**src/rtl/fifo_irq_ctrl.sv**
```systemverilog
module fifo_irq_ctrl #(
  parameter int LVL_W = 6,
  parameter int THR_W = 5,
  parameter int DW    = 8
) (
  input  logic             clk,
  input  logic             rst_n,
  input  logic             wr_en,
  input  logic [2:0]       wr_addr,
  input  logic [DW-1:0]    wr_data,
  input  logic [LVL_W-1:0] tx_level,
  input  logic [LVL_W-1:0] rx_level,
  input  logic             tx_push,
  input  logic             tx_full,
  input  logic             rx_push,
  input  logic             rx_full,
  input  logic             rx_pop,
  input  logic             rx_empty,
  output logic [4:0]       raw_stat,
  output logic [4:0]       masked_stat,
  output logic             irq
);
  localparam logic [2:0] A_TXTHR = 3'd0, A_RXTHR = 3'd1, A_MASK = 3'd2,
                         A_POL = 3'd3, A_CLR = 3'd4;
  localparam int CW = (LVL_W > THR_W) ? LVL_W : THR_W;

  logic [THR_W-1:0] tx_thr, rx_thr;
  logic [4:0]       mask_q;
  logic             pol_q;
  logic             txovf_q, rxovf_q, rxudf_q;

  wire clr     = wr_en && (wr_addr == A_CLR);
  wire clr_all = clr && wr_data[0];
  wire ev_txovf = tx_push && tx_full;
  wire ev_rxovf = rx_push && rx_full;
  wire ev_rxudf = rx_pop && rx_empty;

  always_ff @(posedge clk) begin
    if (!rst_n) begin
      tx_thr  <= '0;
      rx_thr  <= '0;
      mask_q  <= '0;
      pol_q   <= 1'b0;
      txovf_q <= 1'b0;
      rxovf_q <= 1'b0;
      rxudf_q <= 1'b0;
    end else begin
      if (wr_en && wr_addr == A_TXTHR) tx_thr <= wr_data[THR_W-1:0];
      if (wr_en && wr_addr == A_RXTHR) rx_thr <= wr_data[THR_W-1:0];
      if (wr_en && wr_addr == A_MASK)  mask_q <= wr_data[4:0];
      if (wr_en && wr_addr == A_POL)   pol_q  <= wr_data[0];
      txovf_q <= ev_txovf | (txovf_q & ~(clr_all | (clr & wr_data[3])));
      rxovf_q <= ev_rxovf | (rxovf_q & ~(clr_all | (clr & wr_data[2])));
      rxudf_q <= ev_rxudf | (rxudf_q & ~(clr_all | (clr & wr_data[1])));
    end
  end

  wire rx_hit = CW'(rx_level) >  CW'(rx_thr);
  wire tx_hit = CW'(tx_level) <= CW'(tx_thr);

  assign raw_stat    = {rx_hit, rxovf_q, rxudf_q, txovf_q, tx_hit};
  assign masked_stat = raw_stat & mask_q;
  assign irq         = (|masked_stat) ^ pol_q;

  AST_TXOVF_SET: assert property (@(posedge clk) disable iff (!rst_n)
    (tx_push && tx_full) |=> raw_stat[1]);
  AST_RXOVF_SET: assert property (@(posedge clk) disable iff (!rst_n)
    (rx_push && rx_full) |=> raw_stat[3]);
  AST_RXUDF_SET: assert property (@(posedge clk) disable iff (!rst_n)
    (rx_pop && rx_empty) |=> raw_stat[2]);
  AST_RXOVF_HOLD: assert property (@(posedge clk) disable iff (!rst_n)
    (raw_stat[3] && !(wr_en && wr_addr == A_CLR && (wr_data[2] || wr_data[0])))
    |=> raw_stat[3]);
  AST_CLR_ALL: assert property (@(posedge clk) disable iff (!rst_n)
    (wr_en && wr_addr == A_CLR && wr_data[0] && !tx_push && !rx_push && !rx_pop)
    |=> (raw_stat[3:1] == 3'b000));
  AST_MASK_SUBSET: assert property (@(posedge clk) disable iff (!rst_n)
    (masked_stat & ~raw_stat) == 5'b0);
endmodule

```
**config.mk**
```make
export PLATFORM = sky130hd
export DESIGN_NAME = fifo_irq_ctrl
export DESIGN_NICKNAME = d
export VERILOG_FILES = /design/src/rtl/fifo_irq_ctrl.sv
export SDC_FILE = /design/constraint.sdc
export NUM_CORES = 1
export LEC_CHECK = 0
export ABC_AREA = 1
export CAP_MARGIN = 25
export CORE_MARGIN = 2
export CORE_UTILIZATION = 35
export DETAILED_ROUTE_END_ITERATION = 10
export GPL_ROUTABILITY_DRIVEN = 0
export PLACE_DENSITY = 0.66
export SYNTH_ARGS = -nofsm -noshare
export SYNTH_HDL_FRONTEND = slang
export SYNTH_SLANG_ARGS = --single-unit
```
**constraint.sdc**
```tcl
create_clock -name clk -period 2.3 [get_ports clk]
set_clock_uncertainty 0.05 [all_clocks]
set_input_delay 0.69 -clock clk [delete_from_list [all_inputs] [get_ports clk]]
set_output_delay 0.69 -clock clk [all_outputs]
set_load 0.01 [all_outputs]
```
# After elaboration in Yosys (flattened, before gate mapping)
# Cells that the tools add are included.
[classes]
magnitude_cmp = 2
bitwise = 17
n_reduce_logical = 11
mul = 0
n_div = 0
shift = 0
addsub = 0
eq_ne = 4
mux = 0
[ops]
columns = ["op", "count"]
rows = [
  ["1-bit logical AND", 9],
  ["1-bit AND", 6],
  ["3-bit by 2-bit == test with 1-bit output, second input constant", 2],
  ["6-bit by 5-bit > comparator with 1-bit output", 1],
  ["6-bit by 5-bit less-or-equal comparator with 1-bit output", 1],
  ["1-bit bitwise OR", 6],
  ["5-bit AND", 1],
  ["5-bit OR reduction", 1],
  ["3-bit by 1-bit == test with 1-bit output, second input constant", 1],
  ["3-bit == test, second input constant", 1],
  ["3-bit zero test", 1],
  ["1-bit inverter", 3],
  ["1-bit bitwise XOR", 1],
]
[word_totals]
mem_bits_rw = 0
rom_bits = 0
out_inout_bits = 11
elab_cells = 41
inputBits = 32
ff_bits = 19
memories = 0
latch_bits = 0

# Depth between registers and ports, before layout
[depth]
depth_word = 7
mapped_depth = 11
mapped_depth_nobuf = 11

# Worst setup path after synthesis
# OpenSTA, ideal clock, no wires.
[synth_path]
kind = "input -> output"
from = "input rx_level[3]"
to = "output irq"
cell_stages = 9
t_arrival_ns = 1.558
required_time_ns = 1.560
setup_slack_ns = 0.002
path_buffers = 0
cell_sequence = "ha_1 > nand2_1 > nor2_1 > nand2_1 > nand3_1 > nand3_2 > nand3_2 > nand2_1 > nand2_1"
[synth_via]
elab_chain_len = 4
[synth_lines]
columns = ["item", "line", "rtl"]
rows = [
  ["start, declared", "12", "input logic [LVL_W-1:0] rx_level,"],
  ["6-bit by 5-bit > comparator with 1-bit output", "58", "wire rx_hit = CW'(rx_level) > CW'(rx_thr);"],
  ["5-bit AND", "62", "assign masked_stat = raw_stat & mask_q;"],
  ["5-bit OR reduction", "63", "assign irq = (|masked_stat) ^ pol_q;"],
  ["1-bit bitwise XOR", "63", ""],
  ["end, declared", "21", "output logic irq"],
]
# No other way between the ends.

# Worst setup path after layout
[layout_path]
from = "input tx_level[3]"
to = "output irq"
[layout_via]
elab_chain_len = 4
[layout_lines]
columns = ["item", "line", "rtl"]
rows = [
  ["start, declared", "11", "input logic [LVL_W-1:0] tx_level,"],
  ["6-bit by 5-bit less-or-equal comparator with 1-bit output", "59", "wire tx_hit = CW'(tx_level) <= CW'(tx_thr);"],
  ["5-bit AND", "62", ""],
  ["5-bit OR reduction", "63", ""],
  ["1-bit bitwise XOR", "63", ""],
]
# No other way between the ends.

==> flow_summary.toml <==
[yosys]
yosysWarnings = 0
synth_fa_ha_area_share_pct = 11.2
synthXorXnorAreaFrac_pct = 0
avgSynthCellArea_sq_um = 6.98
synth_top_family_by_area = "simple AND/OR/NAND/NOR gates"
synth-simple-area-share_pct = 24.4
syn_inst = 160
synth_fp_nets = 202
syn-cell-area_sq_um = 1120
ys_seq_area_share_pct = 34.0
ys_types = 21
synthMuxAreaShare_pct = 0
synth_compound_area_share_pct = 15.8
synth-seq-cells = 19

[clocking]
clkSlewWorstSetupHoldPaths_ns = 0.10
cts_buffers = 3
clk_latency_ns = 0.29
htreeDepth = 1
clockRootBuffer = "clkbuf_4"
ctsLongestPathBuffers = 2
clock-sinks = 19
cts_tree = "built"
hold_buffers = 0

[final_layout]
layout_commonest_cell = "inv_1"
drive_gt1_share_pct = 30.6
stdcell_area_sq_um = 1760
multi_input_area_sq_um = 722
final-seq-area_sq_um = 380
utilization_pct = 57.6
area_growth_pct = 57.4
fin_nets = 252
diodes = 0
fillers = 304
final_cell_mix = "inv_1 (25), nand2_1 (22), clkdlybuf4s50_1 (22)"

[worst_hold_path]
holdPathEnd = "rx_thr[0]$_SDFFE_PN0P_"
hp-class = "register to register"
hp-start = "rx_thr[0]$_SDFFE_PN0P_"
hold-path-cell-count = 2

[route]
remaining_drc_errors = 0
routed_wl_microns = 2700
num_vias = 1159
dr.pass1.iters = 4
ant_nets = 0
post_drt_wl_per_cell_microns = 10.7
avgViaCountPerCell = 4.58
drtIter0Drc = 16

[grt]
grt_pass1_vias = 1107
grt-ovfl-total = 0
grt_pass1_wl_microns = 4490
grt_antenna_before_repair = 0
track_usage_pct = 16.1
grt_max_degree = 18

[die]
rows = 20
initial_utilization_pct = 36.6
core-area_sq_um = 3050
pin_count = 43
die_w_microns = 60.5
die-height_microns = 60.5
dieArea_sq_um = 3660

[timing]
tightestPinTransition_ns = 0.478
min_period_ns = 2.52
tns_ns = -0.626
slew_headroom_pct = 68.1
rsz0062_at_grt = "true"
setup_viol = 5
finalHoldViolations = 0
fmax_mhz = 396
setup_ws_ns = -0.224
whs_ns = 0.427
report.final.slew_viol_count = 0
finalCritPeriodShare_pct = 110

[critical_path]
critical_path_required_ns = 1.56
r2r-start = "rx_thr[2]$_SDFFE_PN0P_"
cp.buffers_inverters = 2
worstPathCellList = "buf_6 -> ha_4 -> nand2_2 -> nor2_2 -> nand2_1 -> nand2_1 -> nand2_2 -> nand2_2 -> nand3_2 -> nand2_1 -> nand2_1 -> buf_2"
crit_fanout = 3
crit_type = "primary input to output pin"
critPathTopFamily = "simple AND/OR/NAND/NOR gates"
path_common_cell = "nand2_1"
slowest_delay_ns = 0.25
arrival_ns = 1.78
cp-end-kind = "output pin"
crit_slowest_cell = "ha_4"
r2r_slack_ns = 1.54
r2r_end = "rx_thr[2]$_SDFFE_PN0P_"
setup.worst_path.start_class = "primary input"
ff2ff_path_depth = 3

[status]
failed_checks = "setup timing"
status = "finished, violations left"

[placement]
dpl.hpwl_microns = 2050
portBuffers = 39
placed_area_sq_um = 1600
place_ws_ns = -1.01

[power_and_ir_drop]
power.leakage_nw = 0.781
ir_drop_v = 0.000216
power.density_nw_per_um2 = 404

[job]
cap_violations = 0
==> final cells by class <==
class                           instances  share of cell area (%)
Inverter                               32                    6.83
Tap cell                               44                    3.13
Multi-Input combinational cell        103                    41.0
Clock buffer                            4                    1.49
Sequential cell                        19                    21.6
Timing Repair Buffer                   51                    25.9
==> cell usage after synthesis <==
cell	count	area, sq um
a21oi_1	13	65.1
a21oi_2	1	8.76
buf_2	1	5.00
buf_4	5	37.5
dfxtp_1	19	380
ha_1	10	125
inv_1	27	101
inv_2	5	18.8
nand2_1	28	105
nand2_2	2	12.5
nand3_1	4	20.0
nand3_2	4	40.0
nand4_1	1	6.26
nor2_1	16	60.1
nor2_2	1	6.26
nor2_4	1	11.3
nor3_1	1	5.00
o21ai_0	15	75.1
o21ai_1	4	20.0
o21bai_1	1	7.51
or2_1	1	6.26
==> per-stage QoR <==
| stage | cells | power (mW) |
|---|---|---|
| floorplan | 160 | 0.438 |
| global placement | 247 | 0.524 |
| detailed placement | 247 | 0.529 |
| CTS | 252 | 0.705 |
| global route | 253 | 0.758 |
| finish | 253 | 0.711 |
==> power by group <==
part           switching (mW)  total, mW  internal (mW)
sequential            0.00654      0.349          0.342
combinational          0.0913      0.203          0.111
clock                  0.0919      0.159         0.0674
total                   0.190      0.711          0.521
==> registers in the layout, summed over array words and instances (netlist names) <==
| signal | cells |
|---|---|
| rxudf_q | 1 |
| rxovf_q | 1 |
| mask_q | 5 |
| tx_thr | 5 |
| pol_q | 1 |
| txovf_q | 1 |
| rx_thr | 5 |
==> worst register-to-register path, stage by stage, from the launching register on <==
cell and delay (ns):
dfxtp_1 0.32, inv_1 0.07, buf_4 0.14, a21oi_1 0.12
==> worst max-delay path by stage <==
stage,cells past startpoint,to,from,slack [ns]
after detailed placement,11,irq,rx_level[3],-1.01
final,12,irq,tx_level[3],-0.22
after global routing,12,irq,tx_level[3],-0.34
after floorplan,9,irq,rx_level[3],0.002
after global placement,11,irq,rx_level[3],-1.01
after CTS,12,irq,tx_level[1],-0.24
==> logic make-up after synthesis <==
kind of cell / count (synthesis)
buf+inv: 38
compound gates: 34
flops: 19
simple gates: 59
fa+ha+maj: 10
==> routing by layer <==
| layer | vias to the layer above | wire [microns] | global-route usage [%] |
|---|---|---|---|
| met3 | 4 | 145 | 2.35 |
| met2 | 37 | 1300 | 28.1 |
| met1 | 519 | 1220 | 20.3 |
| li1 | 599 | - | - |
| met5 | - | 0 | 0 |
| met4 | 0 | 29 | 5.59 |
==> what timing repair did <==
item,in CTS,in global routing
gates cloned,0,0
gates resized for setup,75,11
endpoints found under the hold margin,0,0
endpoints found under the setup margin,5,5
pin swaps,27,11
setup buffers,1,1
Power figures use the tool's default switching activity.
